<file path="src/rtl/irq_pin_pkg.sv">
package irq_pin_pkg;
   // pin indices on the update port
   localparam int PIN_EXT   = 0;
   localparam int PIN_SMI   = 1;
   localparam int PIN_MCHK  = 2;
   localparam int PIN_CKSTP = 3;
   localparam int PIN_HRST  = 4;
   localparam int PIN_SRST  = 5;
   localparam int NUM_PINS  = 6;

   // pending vector bit positions
   localparam int PB_EXT  = 0;
   localparam int PB_SMI  = 1;
   localparam int PB_MCHK = 2;
   localparam int PB_RST  = 3;
   localparam int NUM_PB  = 4;

   typedef enum logic [1:0] {
      SENSE_LVL_HIGH = 2'd0,
      SENSE_LVL_LOW  = 2'd1,
      SENSE_FALL     = 2'd2
   } sense_e;

   typedef struct packed {
      logic halt_set;
      logic halt_clr;
      logic rst_set;
      logic rst_clr;
   } core_ctl_t;
endpackage

</file>
<file path="src/rtl/irq_pin_track.sv">
module irq_pin_track #(
   parameter int IDX_W    = 3,
   parameter int NUM_PINS = 6
) (
   input  logic                clk,
   input  logic                rst_n,
   input  logic                upd_valid,
   input  logic [IDX_W-1:0]    upd_pin,
   input  logic                upd_level,
   output logic [NUM_PINS-1:0] lvl_q,
   output logic [NUM_PINS-1:0] chg
);
   // one level flop and one change detector per defined pin
   for (genvar g = 0; g < NUM_PINS; g++) begin : g_pin
      logic hit;
      logic q;
      assign hit = upd_valid && (upd_pin == IDX_W'(g));
      always_ff @(posedge clk or negedge rst_n) begin
         if (!rst_n)   q <= 1'b0;
         else if (hit) q <= upd_level;
      end
      assign lvl_q[g] = q;
      assign chg[g]   = hit && (upd_level != q);
   end
endmodule

</file>
<file path="src/rtl/irq_pin_map.sv">
module irq_pin_map
   import irq_pin_pkg::*;
#(
   parameter int NUM_PINS = 6,
   parameter int PEND_W   = 4
) (
   input  logic [NUM_PINS-1:0] chg,
   input  logic                level,
   output logic [PEND_W-1:0]   pend_set,
   output logic [PEND_W-1:0]   pend_clr,
   output core_ctl_t           ctl
);
   // pins that feed a pending bit: index, bit, sensitivity
   localparam int NUM_IRQ_PINS = 4;

   function automatic int irq_pin_of(input int k);
      case (k)
         0:       return PIN_EXT;
         1:       return PIN_SMI;
         2:       return PIN_MCHK;
         default: return PIN_SRST;
      endcase
   endfunction

   function automatic int irq_bit_of(input int k);
      case (k)
         0:       return PB_EXT;
         1:       return PB_SMI;
         2:       return PB_MCHK;
         default: return PB_RST;
      endcase
   endfunction

   function automatic sense_e irq_sense_of(input int k);
      return (k == 2) ? SENSE_FALL : SENSE_LVL_HIGH;
   endfunction

   logic [NUM_IRQ_PINS-1:0] k_set;
   logic [NUM_IRQ_PINS-1:0] k_clr;

   for (genvar k = 0; k < NUM_IRQ_PINS; k++) begin : g_irq
      localparam int     PIN = irq_pin_of(k);
      localparam sense_e SNS = irq_sense_of(k);
      if (SNS == SENSE_FALL) begin : g_fall
         assign k_set[k] = chg[PIN] && !level;
         assign k_clr[k] = 1'b0;
      end else begin : g_lvl
         assign k_set[k] = chg[PIN] && level;
         assign k_clr[k] = chg[PIN] && !level;
      end
   end

   always_comb begin
      pend_set = '0;
      pend_clr = '0;
      for (int k = 0; k < NUM_IRQ_PINS; k++) begin
         pend_set[irq_bit_of(k)] = k_set[k];
         pend_clr[irq_bit_of(k)] = k_clr[k];
      end
   end

   // active-low control pins
   always_comb begin
      ctl.halt_set = chg[PIN_CKSTP] && !level;
      ctl.halt_clr = chg[PIN_CKSTP] &&  level;
      ctl.rst_set  = chg[PIN_HRST]  && !level;
      ctl.rst_clr  = chg[PIN_HRST]  &&  level;
   end
endmodule

</file>
<file path="src/rtl/irq_pend_store.sv">
module irq_pend_store #(
   parameter int PEND_W  = 4,
   parameter int IRQ_REG = 0,
   parameter int CLR_W   = 2
) (
   input  logic              clk,
   input  logic              rst_n,
   input  logic [PEND_W-1:0] pend_set,
   input  logic [PEND_W-1:0] pend_clr,
   input  logic              ack_valid,
   input  logic [CLR_W-1:0]  ack_idx,
   output logic [PEND_W-1:0] pend_q,
   output logic              irq
);
   logic [PEND_W-1:0] ack_vec;
   logic [PEND_W-1:0] pend_d;

   for (genvar b = 0; b < PEND_W; b++) begin : g_ack
      assign ack_vec[b] = ack_valid && (ack_idx == CLR_W'(b));
   end

   // a set in the same cycle wins over any clear
   assign pend_d = (pend_q & ~(pend_clr | ack_vec)) | pend_set;

   always_ff @(posedge clk or negedge rst_n) begin
      if (!rst_n) pend_q <= '0;
      else        pend_q <= pend_d;
   end

   if (IRQ_REG != 0) begin : g_irq_ff
      logic irq_q;
      always_ff @(posedge clk or negedge rst_n) begin
         if (!rst_n) irq_q <= 1'b0;
         else        irq_q <= |pend_d;
      end
      assign irq = irq_q;
   end else begin : g_irq_or
      assign irq = |pend_q;
   end
endmodule

</file>
<file path="src/rtl/irq_pin_frontend.sv">
module irq_pin_frontend
   import irq_pin_pkg::*;
#(
   parameter int IDX_W   = 3,
   parameter int PEND_W  = 4,
   parameter int IRQ_REG = 0,
   localparam int CLR_W  = (PEND_W > 1) ? $clog2(PEND_W) : 1
) (
   input  logic              clk,
   input  logic              rst_n,
   input  logic              upd_valid,
   input  logic [IDX_W-1:0]  upd_pin,
   input  logic              upd_level,
   input  logic              ack_valid,
   input  logic [CLR_W-1:0]  ack_idx,
   output logic [PEND_W-1:0] pend_o,
   output logic              irq_o,
   output logic              halt_o,
   output logic              core_rst_o
);
   if ((1 << IDX_W) < NUM_PINS) begin : g_bad_idx
      $error("IDX_W too narrow for the defined pins");
   end
   if (PEND_W < NUM_PB) begin : g_bad_pend
      $error("PEND_W must hold every pending bit");
   end

   logic [NUM_PINS-1:0] lvl_q;
   logic [NUM_PINS-1:0] chg;
   logic [PEND_W-1:0]   pend_set;
   logic [PEND_W-1:0]   pend_clr;
   core_ctl_t           ctl;
   logic                halt_q;
   logic                crst_q;

   irq_pin_track #(.IDX_W(IDX_W), .NUM_PINS(NUM_PINS)) u_track (
      .clk(clk), .rst_n(rst_n),
      .upd_valid(upd_valid), .upd_pin(upd_pin), .upd_level(upd_level),
      .lvl_q(lvl_q), .chg(chg)
   );

   irq_pin_map #(.NUM_PINS(NUM_PINS), .PEND_W(PEND_W)) u_map (
      .chg(chg), .level(upd_level),
      .pend_set(pend_set), .pend_clr(pend_clr), .ctl(ctl)
   );

   irq_pend_store #(.PEND_W(PEND_W), .IRQ_REG(IRQ_REG), .CLR_W(CLR_W)) u_pend (
      .clk(clk), .rst_n(rst_n),
      .pend_set(pend_set), .pend_clr(pend_clr),
      .ack_valid(ack_valid), .ack_idx(ack_idx),
      .pend_q(pend_o), .irq(irq_o)
   );

   always_ff @(posedge clk or negedge rst_n) begin
      if (!rst_n) begin
         halt_q <= 1'b0;
         crst_q <= 1'b0;
      end else begin
         if (ctl.halt_set)      halt_q <= 1'b1;
         else if (ctl.halt_clr) halt_q <= 1'b0;
         if (ctl.rst_set)       crst_q <= 1'b1;
         else if (ctl.rst_clr)  crst_q <= 1'b0;
      end
   end

   assign halt_o     = halt_q;
   assign core_rst_o = crst_q;
endmodule

</file>
<file path="config.mk">
export PLATFORM = sky130hd
export DESIGN_NAME = irq_pin_frontend
export DESIGN_NICKNAME = d
export VERILOG_FILES = /design/src/rtl/irq_pin_pkg.sv /design/src/rtl/irq_pin_track.sv /design/src/rtl/irq_pin_map.sv /design/src/rtl/irq_pend_store.sv /design/src/rtl/irq_pin_frontend.sv
export SDC_FILE = /design/constraint.sdc
export NUM_CORES = 1
export LEC_CHECK = 0
export ABC_CLOCK_PERIOD_IN_PS = 2600
export BUFFER_PORTS_ARGS = -buffer_cell sky130_fd_sc_hd__buf_2
export CELL_PAD_IN_SITES_DETAIL_PLACEMENT = 0
export CELL_PAD_IN_SITES_GLOBAL_PLACEMENT = 1
export CORE_UTILIZATION = 30
export CTS_CLUSTER_DIAMETER = 100
export DETAILED_ROUTE_END_ITERATION = 10
export GPL_ROUTABILITY_DRIVEN = 0
export PLACE_DENSITY = 0.64
export RECOVER_POWER = 50
export SYNTH_ARGS = -nofsm -noshare
export SYNTH_HDL_FRONTEND = slang
export SYNTH_SLANG_ARGS = --single-unit
</file>
<file path="constraint.sdc">
create_clock -name clk -period 2.6 [get_ports clk]
set_input_delay 0.52 -clock clk [delete_from_list [all_inputs] [get_ports clk]]
set_output_delay 0.52 -clock clk [all_outputs]
set_load 0.005 [all_outputs]
</file>
# After elaboration in Yosys (flattened, before gate mapping)
# Cells that the tools add are included.
# totals
regBits	12
inputBits	10
out_inout_bits	7
elab_cells	64
# classes
eq_ne	14
mux	4
bitwise	4
n_reduce_logical	33
# op_table
cell	n
logical AND 1 bit	27
OR 4 bit	2
== test 3 x 2 -> 1 bit (second input constant)	2
== test 3 bit (second input constant)	2
!= test 1 bit	6
AND 4 bit	1
== test 2 bit (second input constant)	2
two-way mux 1 bit	4
NOT 4 bit	1
nonzero test 2 bit	2
OR reduction 4 bit	1
== test 3 x 1 -> 1 bit (second input constant)	1
logical NOT 3 bit	1
== test 2 x 1 -> 1 bit (second input constant)	1
logical NOT 2 bit	1
logical NOT 1 bit	1

# Depth between registers and ports, before layout
# Gate-level depths: netlist of the first run.
# logic_depth
word_depth	8
mapped_depth	3
ltp_nobuf	3

# Modules after synthesis
# A second synthesis of the first run with hierarchy kept.
# hier_totals
cells_unflattened	74
area_unflattened_um2	787.0
# by_module_without_submodules
module	instances	cells_each	area_each_um2	seq_area_each_um2
irq_pin_track	1	37	436.7	150.1
irq_pend_store	1	17	186.4	100.1
irq_pin_map	1	14	91.3	0.0
irq_pin_frontend	1	6	72.6	50.0

# Worst setup path before layout of the first run
# No wires, ideal clock.
# synth_timing
path_kind	flip-flop to output port
from	reg u_pend.pend_q[0]
to	out irq_o
t_arrival_ps	909
t_required_ps	2080
path_slack_ps	1171
path_stages_with_launch	2
n_path_buf	0
cell_sequence	dfrtp_1 -> or4_1
# synth_between
elab_chain_len	1
# synth_rtl
element	line_no	rtl
start: declaration	irq_pend_store.sv:12	output logic [PEND_W-1:0] pend_q,
start signal: assignment	irq_pend_store.sv:27	else pend_q <= pend_d;
OR reduction 4 bit	irq_pend_store.sv:38	assign irq = |pend_q;
end: declaration	irq_pin_frontend.sv:17	output logic irq_o,
# No other way between the ends.

# Worst setup path after layout of the first run
# Same ends and word-level chain as after synthesis.

==> run_results.csv, run 1 <==
group,metric,value,unit
logic_synthesis,synth_nets,65,
logic_synthesis,synth_area,618,sq um
global_routing,grt_pass1_vias,463,
logic_synthesis,synth_cell_types,24,
critical_path,reg2reg_to,"core_rst_o",
place,place_ws,1050,ps
timing,period_needed,1850,ps
logic_synthesis,seq_area_frac_synth,48.6,%
timing,worstMarginPinSlew,660,ps
routing,post-route-drc-count,0,
pwr,leakage,0.337,nW
routing,via_per_inst,4.99,
finish,layout.cells.non_filler,101,
timing,slew_headroom,56.0,%
logic_synthesis,yosys-top-cells-area,"dfrtp_1, mux2_1, and4bb_1",
place,dpl.hpwl,924,um
logic_synthesis,async_reset_ff_share,100,%
global_routing,grt_pass1_wl,2.02,mm
worst_hold_path,hold_path_class,"primary input to async pin",
cts,cts_setup_buffers,0,
cts,ctsHoldBuffers,0,
floorplanning,core,1940,sq um
global_routing,grt_overflow_total,0,
global_routing,met1_usage,17.0,%
logic_synthesis,yosys_register_bits,12,
critical_path,crit_required,2080,ps
critical_path,crit_fanout,3,
critical_path,r2r-start,"u_track.g_pin[4].q",
cts,cts_made_buffers,3,
logic_synthesis,ys_warn_count,0,
critical_path,crit_type,"flop to primary output",
logic_synthesis,synthFlopType,"dfrtp_1",
global_routing,use_met3,3.46,%
finish,area_delta_synth_final,23.1,%
floorplanning,fp-row-count,16,
routing,wire_per_inst,12.3,um
cts,ctsHtreeMaxLevel,1,
global_routing,globalRouteMet2Util,20.5,%
critical_path,critPathBufInv,1,
finish,drive_above_1_share,27.0,%
place,placed_cells,97,
logic_synthesis,synth-edff-count,0,
cts,clock_latency,270,ps
timing,fin_skew,1.59,ps
pwr,power.total,0.453,mW
cts,clock-sinks,12,
logic_synthesis,syn_inst,55,
place,port_buffers,16,
floorplanning,die_w,47.4,um
timing,rsz0062_at_grt,"false",
job,maxCapViolations,0,
timing,final-hold-violation-count,0,
routing,ant_nets,0,
timing,slew_violations,0,
timing,setup_ws,754,ps
critical_path,worstPathArrival,1330,ps
timing,setup-tns-final,0,ps
finish,diodes,0,
critical_path,cp-end-kind,"primary output",
routing,wl,1.24,mm
global_routing,grt_antenna_before_repair,0,
critical_path,worstRegToRegCells,2,
outcome,status,"finished clean",
cts,clkSlewWorstSetupHoldPaths,80,ps
logic_synthesis,synth.top_cell.area_share,48.6,%
cts,clockRootBuffer,"clkbuf_4",
critical_path,path_cells,"or4_1 -> buf_2",
pwr,power_density,595,nW/um^2
global_routing,grt.total_usage,13.8,%
logic_synthesis,synthTopCellsByCount,"dfrtp_1, inv_1, mux2_1, nand2_1",
cts,cts_resized,0,
routing,drt-pass1-iter-count,4,
logic_synthesis,yosysTopAreaCell,"dfrtp_1",
finish,final_util,39.2,%
floorplanning,die_h,47.4,um
timing,fmax,542,MHz
floorplanning,dieArea,2250,sq um
floorplanning,ioPinCount,17,
floorplanning,initial_utilization,31.8,%
global_routing,gr-max-usage-layer,"met2",
routing,first_iter_violations,2,
critical_path,critPathTopFamily,"simple AND/OR/NAND/NOR gates",
pwr,peakVddDrop,0.279,mV
cts,clk_path_buf_depth,2,
timing,setup_violations,0,
finish,finalNetCount,85,
logic_synthesis,synth.most_common_cell,"dfrtp_1",
critical_path,critPathMaxStageDelay,510,ps
critical_path,r2r_setup_slack,1680,ps
timing,post-route-period-util,71.0,%
logic_synthesis,avgSynthCellArea,11.2,sq um
critical_path,startpoint_type,"flop",
global_routing,grt_max_degree,13,
routing,num_vias,504,
critical_path,slowest_stage,"or4_1",
cts,cts_tree,"yes",
-- kinds of logic (layout without fill, tap and decap cells) --
logic type,Yosys count,in the layout,share of synthesized area [%]
flip-flops,12,12,48.6
AND/OR/NAND/NOR,18,18,22.9
multiplexers,4,4,7.29
AO/OA/AOI/OAI,16,16,18.0
buffers and inverters,5,24,3.24
-- layer usage --
metal,vias to the layer above,share of wire [%]
met5,-,0
li1,254,-
met1,236,48
met3,4,3.9
met4,0,3.7
met2,10,44
-- worst reg2reg max path: stages, from the launching register on --
cell and delay [ps]:
dfrtp_1 400, o41ai_1 300, a21oi_1 100
-- final cells by class --
class                           count  area, sq um
Fill cell                         213         1180
Sequential cell                    12          300
Multi-Input combinational cell     38          298
Timing Repair Buffer               16         77.6
Clock buffer                        4         36.3
Tap cell                           27         33.8
Inverter                            4         15.0
-- where the power goes --
| group | switching, mW | internal, mW | leakage, nW |
|---|---|---|---|
| sequential | 0.0179 | 0.214 | 0.148 |
| combinational | 0.0347 | 0.0373 | 0.168 |
| clock | 0.0642 | 0.0852 | 0.0210 |
-- worst max-delay path by stage --
stage | from | end | slack (ps) | cells past startpoint
2_1_floorplan | u_pend.pend_q[0] | irq_o | 1170 | 1
3_3_place_gp | u_pend.pend_q[0] | irq_o | 1040 | 2
3_5_place_dp | u_pend.pend_q[0] | irq_o | 1050 | 2
4_1_cts | u_pend.pend_q[0] | irq_o | 730 | 2
5_1_grt | u_pend.pend_q[0] | irq_o | 700 | 2
6_report | u_pend.pend_q[0] | irq_o | 750 | 2
-- layout by cell type, fill, tap and decap left out --
cell type / instances
buf_2: 14
dfrtp_1: 12
inv_1: 4
nand2_1: 4
mux2_1: 4
nand3b_1: 3
o211ai_1: 3
a21oi_1: 3
clkbuf_4: 3
o21ai_0: 2
and4bb_1: 2
nand4b_1: 2
a2bb2oi_1: 2
o21ai_1: 2
clkbuf_1: 2
nor3b_1: 1
nor4b_2: 1
a211o_1: 1
o311ai_1: 1
and4bb_4: 1
and2_1: 1
a32o_1: 1
nand3_1: 1
or4_1: 1
o41ai_1: 1
nor2_1: 1
clkbuf_8: 1
-- registers in the layout (all words and copies together) (netlist names) --
name and count:
u_pend.pend_q 4, u_track.g_pin.q 6, core_rst_o 1, halt_o 1
-- through the flow --
stage | hold slack, ps | area, sq um
floorplan | 224 | 618
global placement | 422 | 727
detailed placement | 418 | 727
CTS | 110 | 763
global route | 284 | 761
finish | 243 | 761
Power figures use the tool's default switching activity.
==> inputs of run 2 (changes only) <==
--- a/config.mk
+++ b/config.mk
@@ -5,7 +5,7 @@
 export SDC_FILE = /design/constraint.sdc
 export NUM_CORES = 1
 export LEC_CHECK = 0
-export ABC_CLOCK_PERIOD_IN_PS = 2600
+export ABC_CLOCK_PERIOD_IN_PS = 1590
 export BUFFER_PORTS_ARGS = -buffer_cell sky130_fd_sc_hd__buf_2
 export CELL_PAD_IN_SITES_DETAIL_PLACEMENT = 0
 export CELL_PAD_IN_SITES_GLOBAL_PLACEMENT = 1
@@ -13,7 +13,7 @@
 export CTS_CLUSTER_DIAMETER = 100
 export DETAILED_ROUTE_END_ITERATION = 10
 export GPL_ROUTABILITY_DRIVEN = 0
-export PLACE_DENSITY = 0.64
+export PLACE_DENSITY = 0.66
 export RECOVER_POWER = 50
 export SYNTH_ARGS = -nofsm -noshare
 export SYNTH_HDL_FRONTEND = slang
==> constraint.sdc (replaced) <==
create_clock -name clk -period 1.59 [get_ports clk]
set_input_delay 0.318 -clock clk [delete_from_list [all_inputs] [get_ports clk]]
set_output_delay 0.318 -clock clk [all_outputs]
set_load 0.005 [all_outputs]
==> run_results.csv, run 2 (synthesis results as in run 1) <==
group,metric,value,unit
outcome,status,"complete, but fails checks",
outcome,violations,"negative setup slack",
critical_path,crit_fanout,2,
timing,setup_violations,1,
floorplanning,ioPinCount,17,
global_routing,grt_overflow_total,0,
critical_path,startpoint_type,"flop",
timing,fmax,620,MHz
finish,largest_registers,"u_track.g_pin.q: 6 flops, u_pend.pend_q: 4 flops",
routing,num_vias,505,
timing,fin_skew,5.93,ps
finish,drive_above_1_share,28.6,%
floorplanning,die_h,47.4,um
cts,cts_tree,"yes",
timing,slew_violations,0,
finish,stdcell_area,786,sq um
finish,final_util,40.5,%
global_routing,grt_pass1_vias,443,
pwr,p_comb_share,17.8,%
cts,cts_made_buffers,3,
cts,clock-sinks,12,
routing,via_per_inst,4.86,
timing,setup_ws,-22.3,ps
timing,rsz0062_at_grt,"true",
timing,slew_headroom,56.7,%
pwr,switching_share,25.4,%
place,place_area,727,sq um
critical_path,crit_type,"flop to primary output",
global_routing,grt_pass1_wl,1.97,mm
place,dpl.hpwl,894,um
routing,wl,1.24,mm
critical_path,worstPathArrival,1290,ps
finish,layout.cells.non_filler,104,
finish,regMostFlops,"u_track.g_pin.q",
critical_path,cp-end-kind,"primary output",
timing,period_needed,1610,ps
pwr,seqPwrFrac,50.1,%
routing,wire_per_inst,11.9,um
routing,ant_nets,0,
worst_hold_path,hold_path_class,"primary input to flop",
global_routing,grt.total_usage,13.5,%
routing,post-route-drc-count,0,
cts,clock_latency,270,ps
cts,clk_path_buf_depth,2,
finish,largest_reg_flops,6,
timing,post-route-period-util,101,%
pwr,intPower,0.560,mW
timing,final-hold-violation-count,0,
job,maxCapViolations,0,
finish,area_delta_synth_final,27.1,%
floorplanning,die_w,47.4,um
finish,final_cell_mix,"buf_2, dfrtp_1, inv_1, nand2_1, mux2_1",
finish,layout_commonest_cell,"buf_2",
pwr,power_density,955,nW/um^2
pwr,p_clk_share,32.1,%
pwr,leakage,0.350,nW
floorplanning,fp-row-count,16,
critical_path,crit_required,1270,ps
pwr,p_sw,0.191,mW
global_routing,grt_antenna_before_repair,0,
cts,cts_resized,0,
finish,fillerInstances,205,
cts,clkSlewWorstSetupHoldPaths,80,ps
timing,worstMarginPinSlew,650,ps
cts,clockRootBuffer,"clkbuf_4",
finish,finalNetCount,88,
routing,drt-pass1-iter-count,4,
pwr,power.total,0.750,mW
place,port_buffers,16,
place,placed_cells,97,
cts,ctsHtreeMaxLevel,1,
finish,diodes,0,
pwr,peakVddDrop,0.525,mV
floorplanning,initial_utilization,31.8,%
floorplanning,dieArea,2250,sq um
floorplanning,core,1940,sq um
routing,first_iter_violations,8,
global_routing,grt_max_degree,13,
run 2: cell count changes in the layout (fill, tap and decap cells not counted), sizes merged:
cell	delta
buf	+2
dlygate4sd3	+1
run 2: worst max-delay path: stages (launching register included):
cell and delay [ps]:
dfrtp_1 380, or4_1 500, buf_2 140
run 2: path summary, 6_finish.rpt:
check | start | to | slack, ps | cells after the start
worst max-delay path | u_pend.pend_q[0] | irq_o | -20 | 2
worst min register to register | u_track.g_pin[1].q | u_track.g_pin[1].q | 500 | 1
worst min-delay path | upd_level | halt_o | 360 | 2
worst max register to register | u_track.g_pin[4].q | core_rst_o | 650 | 2
max in group asynchronous | rst_n | u_track.g_pin[4].q | 590 | 2
min in group asynchronous | rst_n | halt_o | 580 | 2
run 2: cell type report:
type	count	area, sq um	share of cell area [%]
Inverter	4	15.0	1.91
Sequential cell	12	300	38.2
Multi-Input combinational cell	38	298	37.9
Clock buffer	4	36.3	4.62
Timing Repair Buffer	19	103	13.1
Tap cell	27	33.8	4.30
run 2: power groups by stage:
stage	Clock [mW]	Sequential (mW)	Combinational, mW
6_report	0.241	0.376	0.133
3_3_place_gp	0	0.383	0.119
4_1_cts	0.250	0.375	0.136
5_1_grt	0.266	0.382	0.151
3_5_place_dp	0	0.385	0.121
2_1_floorplan	0	0.380	0.0697
run 2: routing by layer:
layer  GRT usage (%)  vias to the layer above  share of wire, %
met5               0                        -                 0
met4            3.43                        0              0.97
met3            6.92                        2               3.5
met2            19.7                        8                46
met1            17.5                      235                49
li1                -                      260                 -
run 2: per-stage QoR:
step / worst slack, ps / setup TNS [ps] / hold WS [ps]
2_1_floorplan: 363 / 0 / 22.4
3_3_place_gp: 243 / 0 / 213
6_report: -22.3 / -22.3 / 364
3_5_place_dp: 244 / 0 / 214
4_1_cts: -28.8 / -28.8 / 356
5_1_grt: -59.9 / -59.9 / 375
run 2: repair_timing:
action,4_1_cts,5_1_grt
pin swaps,0,0
setup buffers,2,0
setup endpoints to repair,1,1
hold endpoints to repair,12,0
hold buffers,1,0
==> inputs of run 3 (changes only) <==
--- a/config.mk
+++ b/config.mk
@@ -9,7 +9,9 @@
 export BUFFER_PORTS_ARGS = -buffer_cell sky130_fd_sc_hd__buf_2
 export CELL_PAD_IN_SITES_DETAIL_PLACEMENT = 0
 export CELL_PAD_IN_SITES_GLOBAL_PLACEMENT = 1
+export CORE_ASPECT_RATIO = 1.1
 export CORE_UTILIZATION = 30
+export CTS_BUF_LIST = sky130_fd_sc_hd__clkbuf_16
 export CTS_CLUSTER_DIAMETER = 100
 export DETAILED_ROUTE_END_ITERATION = 10
 export GPL_ROUTABILITY_DRIVEN = 0
==> run_results.csv, run 3 (synthesis results as in run 1) <==
group,metric,value,unit
pwr,switching_share,22.6,%
timing,slew_violations,0,
critical_path,r2r-start,"u_track.g_pin[4].q",
floorplanning,die_w,45.3,um
job,maxCapViolations,0,
routing,ant_nets,0,
timing,setup_violations,0,
pwr,p_clk_share,47.7,%
routing,first_iter_violations,5,
pwr,p_sw,0.220,mW
cts,clock-sinks,12,
timing,slew_headroom,55.4,%
worst_hold_path,holdPathEnd,"halt_o",
timing,fin_hold_ws,392,ps
pwr,p_comb_share,13.5,%
timing,fmax,640,MHz
critical_path,startpoint_type,"flop",
finish,diodes,0,
routing,via_per_inst,4.74,
critical_path,critPathMaxStageDelay,500,ps
timing,rsz0062_at_grt,"false",
cts,clockRootBuffer,"clkbuf_16",
cts,ctsHtreeMaxLevel,1,
critical_path,crit_required,1270,ps
timing,period_needed,1560,ps
cts,cts_made_buffers,3,
floorplanning,initial_utilization,33.2,%
place,port_buffers,16,
critical_path,worstPathArrival,1250,ps
floorplanning,ioPinCount,17,
floorplanning,fp-row-count,16,
worst_hold_path,hold_path_class,"primary input to flop",
pwr,power.total,0.974,mW
timing,final-hold-violation-count,0,
pwr,intPower,0.753,mW
finish,largest_reg_flops,6,
floorplanning,die_h,49.6,um
cts,clkSlewWorstSetupHoldPaths,40,ps
global_routing,grt_pass1_vias,490,
pwr,power_density,1180,nW/um^2
finish,multiInputGateArea,298,sq um
worst_hold_path,min-delay-start,"upd_level",
routing,drt-pass1-iter-count,3,
finish,register_area,300,sq um
critical_path,slowest_stage,"or4_1",
critical_path,r2r_setup_slack,660,ps
pwr,peakVddDrop,0.697,mV
pwr,seqPwrFrac,38.8,%
critical_path,critPathBufInv,1,
timing,fin_skew,3.28,ps
outcome,status,"finished clean",
global_routing,grt_antenna_before_repair,0,
critical_path,critPathTopFamily,"simple AND/OR/NAND/NOR gates",
critical_path,worstRegToRegCells,2,
critical_path,cp-end-kind,"primary output",
timing,setup-tns-final,0,ps
global_routing,grt_overflow_total,0,
finish,layout_commonest_cell,"buf_2",
critical_path,crit_type,"flop to primary output",
place,dpl.hpwl,908,um
routing,post-route-drc-count,0,
routing,wl,1.21,mm
finish,final_cell_mix,"buf_2, dfrtp_1, inv_1, nand2_1, mux2_1",
global_routing,grt_pass1_wl,2.26,mm
cts,cts_resized,0,
floorplanning,core,1860,sq um
finish,fillerInstances,194,
place,placed_cells,97,
finish,layout.cells.non_filler,104,
global_routing,grt_max_degree,13,
routing,wire_per_inst,11.7,um
pwr,leakage,0.368,nW
critical_path,reg2reg_to,"core_rst_o",
finish,regMostFlops,"u_track.g_pin.q",
timing,worstMarginPinSlew,669,ps
cts,cts_tree,"yes",
global_routing,grt.total_usage,14.4,%
cts,clock_latency,240,ps
cts,clk_path_buf_depth,2,
floorplanning,dieArea,2250,sq um
finish,largest_registers,"u_track.g_pin.q: 6 flops, u_pend.pend_q: 4 flops",
finish,final_util,44.5,%
finish,area_delta_synth_final,34.0,%
critical_path,path_cells,"or4_1 -> buf_2",
routing,num_vias,493,
timing,post-route-period-util,98.3,%
critical_path,crit_fanout,2,
finish,finalNetCount,88,
finish,drive_above_1_share,27.3,%
worst_hold_path,worstHoldPathCells,2,
[run 3: changes by cell type in the layout (fill, tap and decap cells not counted)]
cell and delta:
clkinv_1 +1, clkbuf_4 -3, clkbuf_8 -1, clkbuf_16 +3
[run 3: how the worst max path moves through the flow]
stage / to / start / cells after the start / slack [ps]
floorplan: irq_o / u_pend.pend_q[0] / 1 / 360
CTS: irq_o / u_pend.pend_q[0] / 2 / 20
global placement: irq_o / u_pend.pend_q[1] / 2 / 270
global route: irq_o / u_pend.pend_q[0] / 2 / 0.7
finish: irq_o / u_pend.pend_q[0] / 2 / 30
detailed placement: u_track.g_pin[0].q / upd_pin[1] / 3 / 250
[run 3: area by class of cell]
type / count / area share [%]
Clock inverter: 1 / 0.453
Inverter: 4 / 1.81
Sequential cell: 12 / 36.3
Clock buffer: 3 / 9.06
Timing Repair Buffer: 19 / 12.4
Tap cell: 27 / 4.08
Multi-Input combinational cell: 38 / 36.0
[run 3: routing by layer]
layer	routed length, um	GRT usage [%]	vias to the layer above
met5	0	0	-
met4	22	6.06	0
met3	58	5.49	2
met2	539	19.8	14
met1	593	19.7	219
li1	-	-	258
[run 3: per-stage QoR]
step                setup slack, ps  cell area (sq um)
global route                  0.708                828
finish                         26.3                828
global placement                268                727
CTS                            19.5                831
detailed placement              254                727
floorplan                       363                618
[run 3: what timing repair did]
item,in CTS,in global routing
buffers inserted,2,0
endpoints found under the setup margin,1,0
hold buffers,1,0
hold endpoints to repair,12,0
[run 3: worst reg2reg max path: stages (launching register included)]
cell	delay, ps
dfrtp_1	380
o41ai_1	310
a21oi_1	110
[run 3: power by group through the flow]
stage               combinational (mW)  sequential, mW  clock, mW
global route                     0.153           0.386      0.498
CTS                              0.135           0.378      0.478
global placement                 0.118           0.382          0
finish                           0.132           0.378      0.465
floorplan                       0.0697           0.380          0
detailed placement               0.120           0.385          0
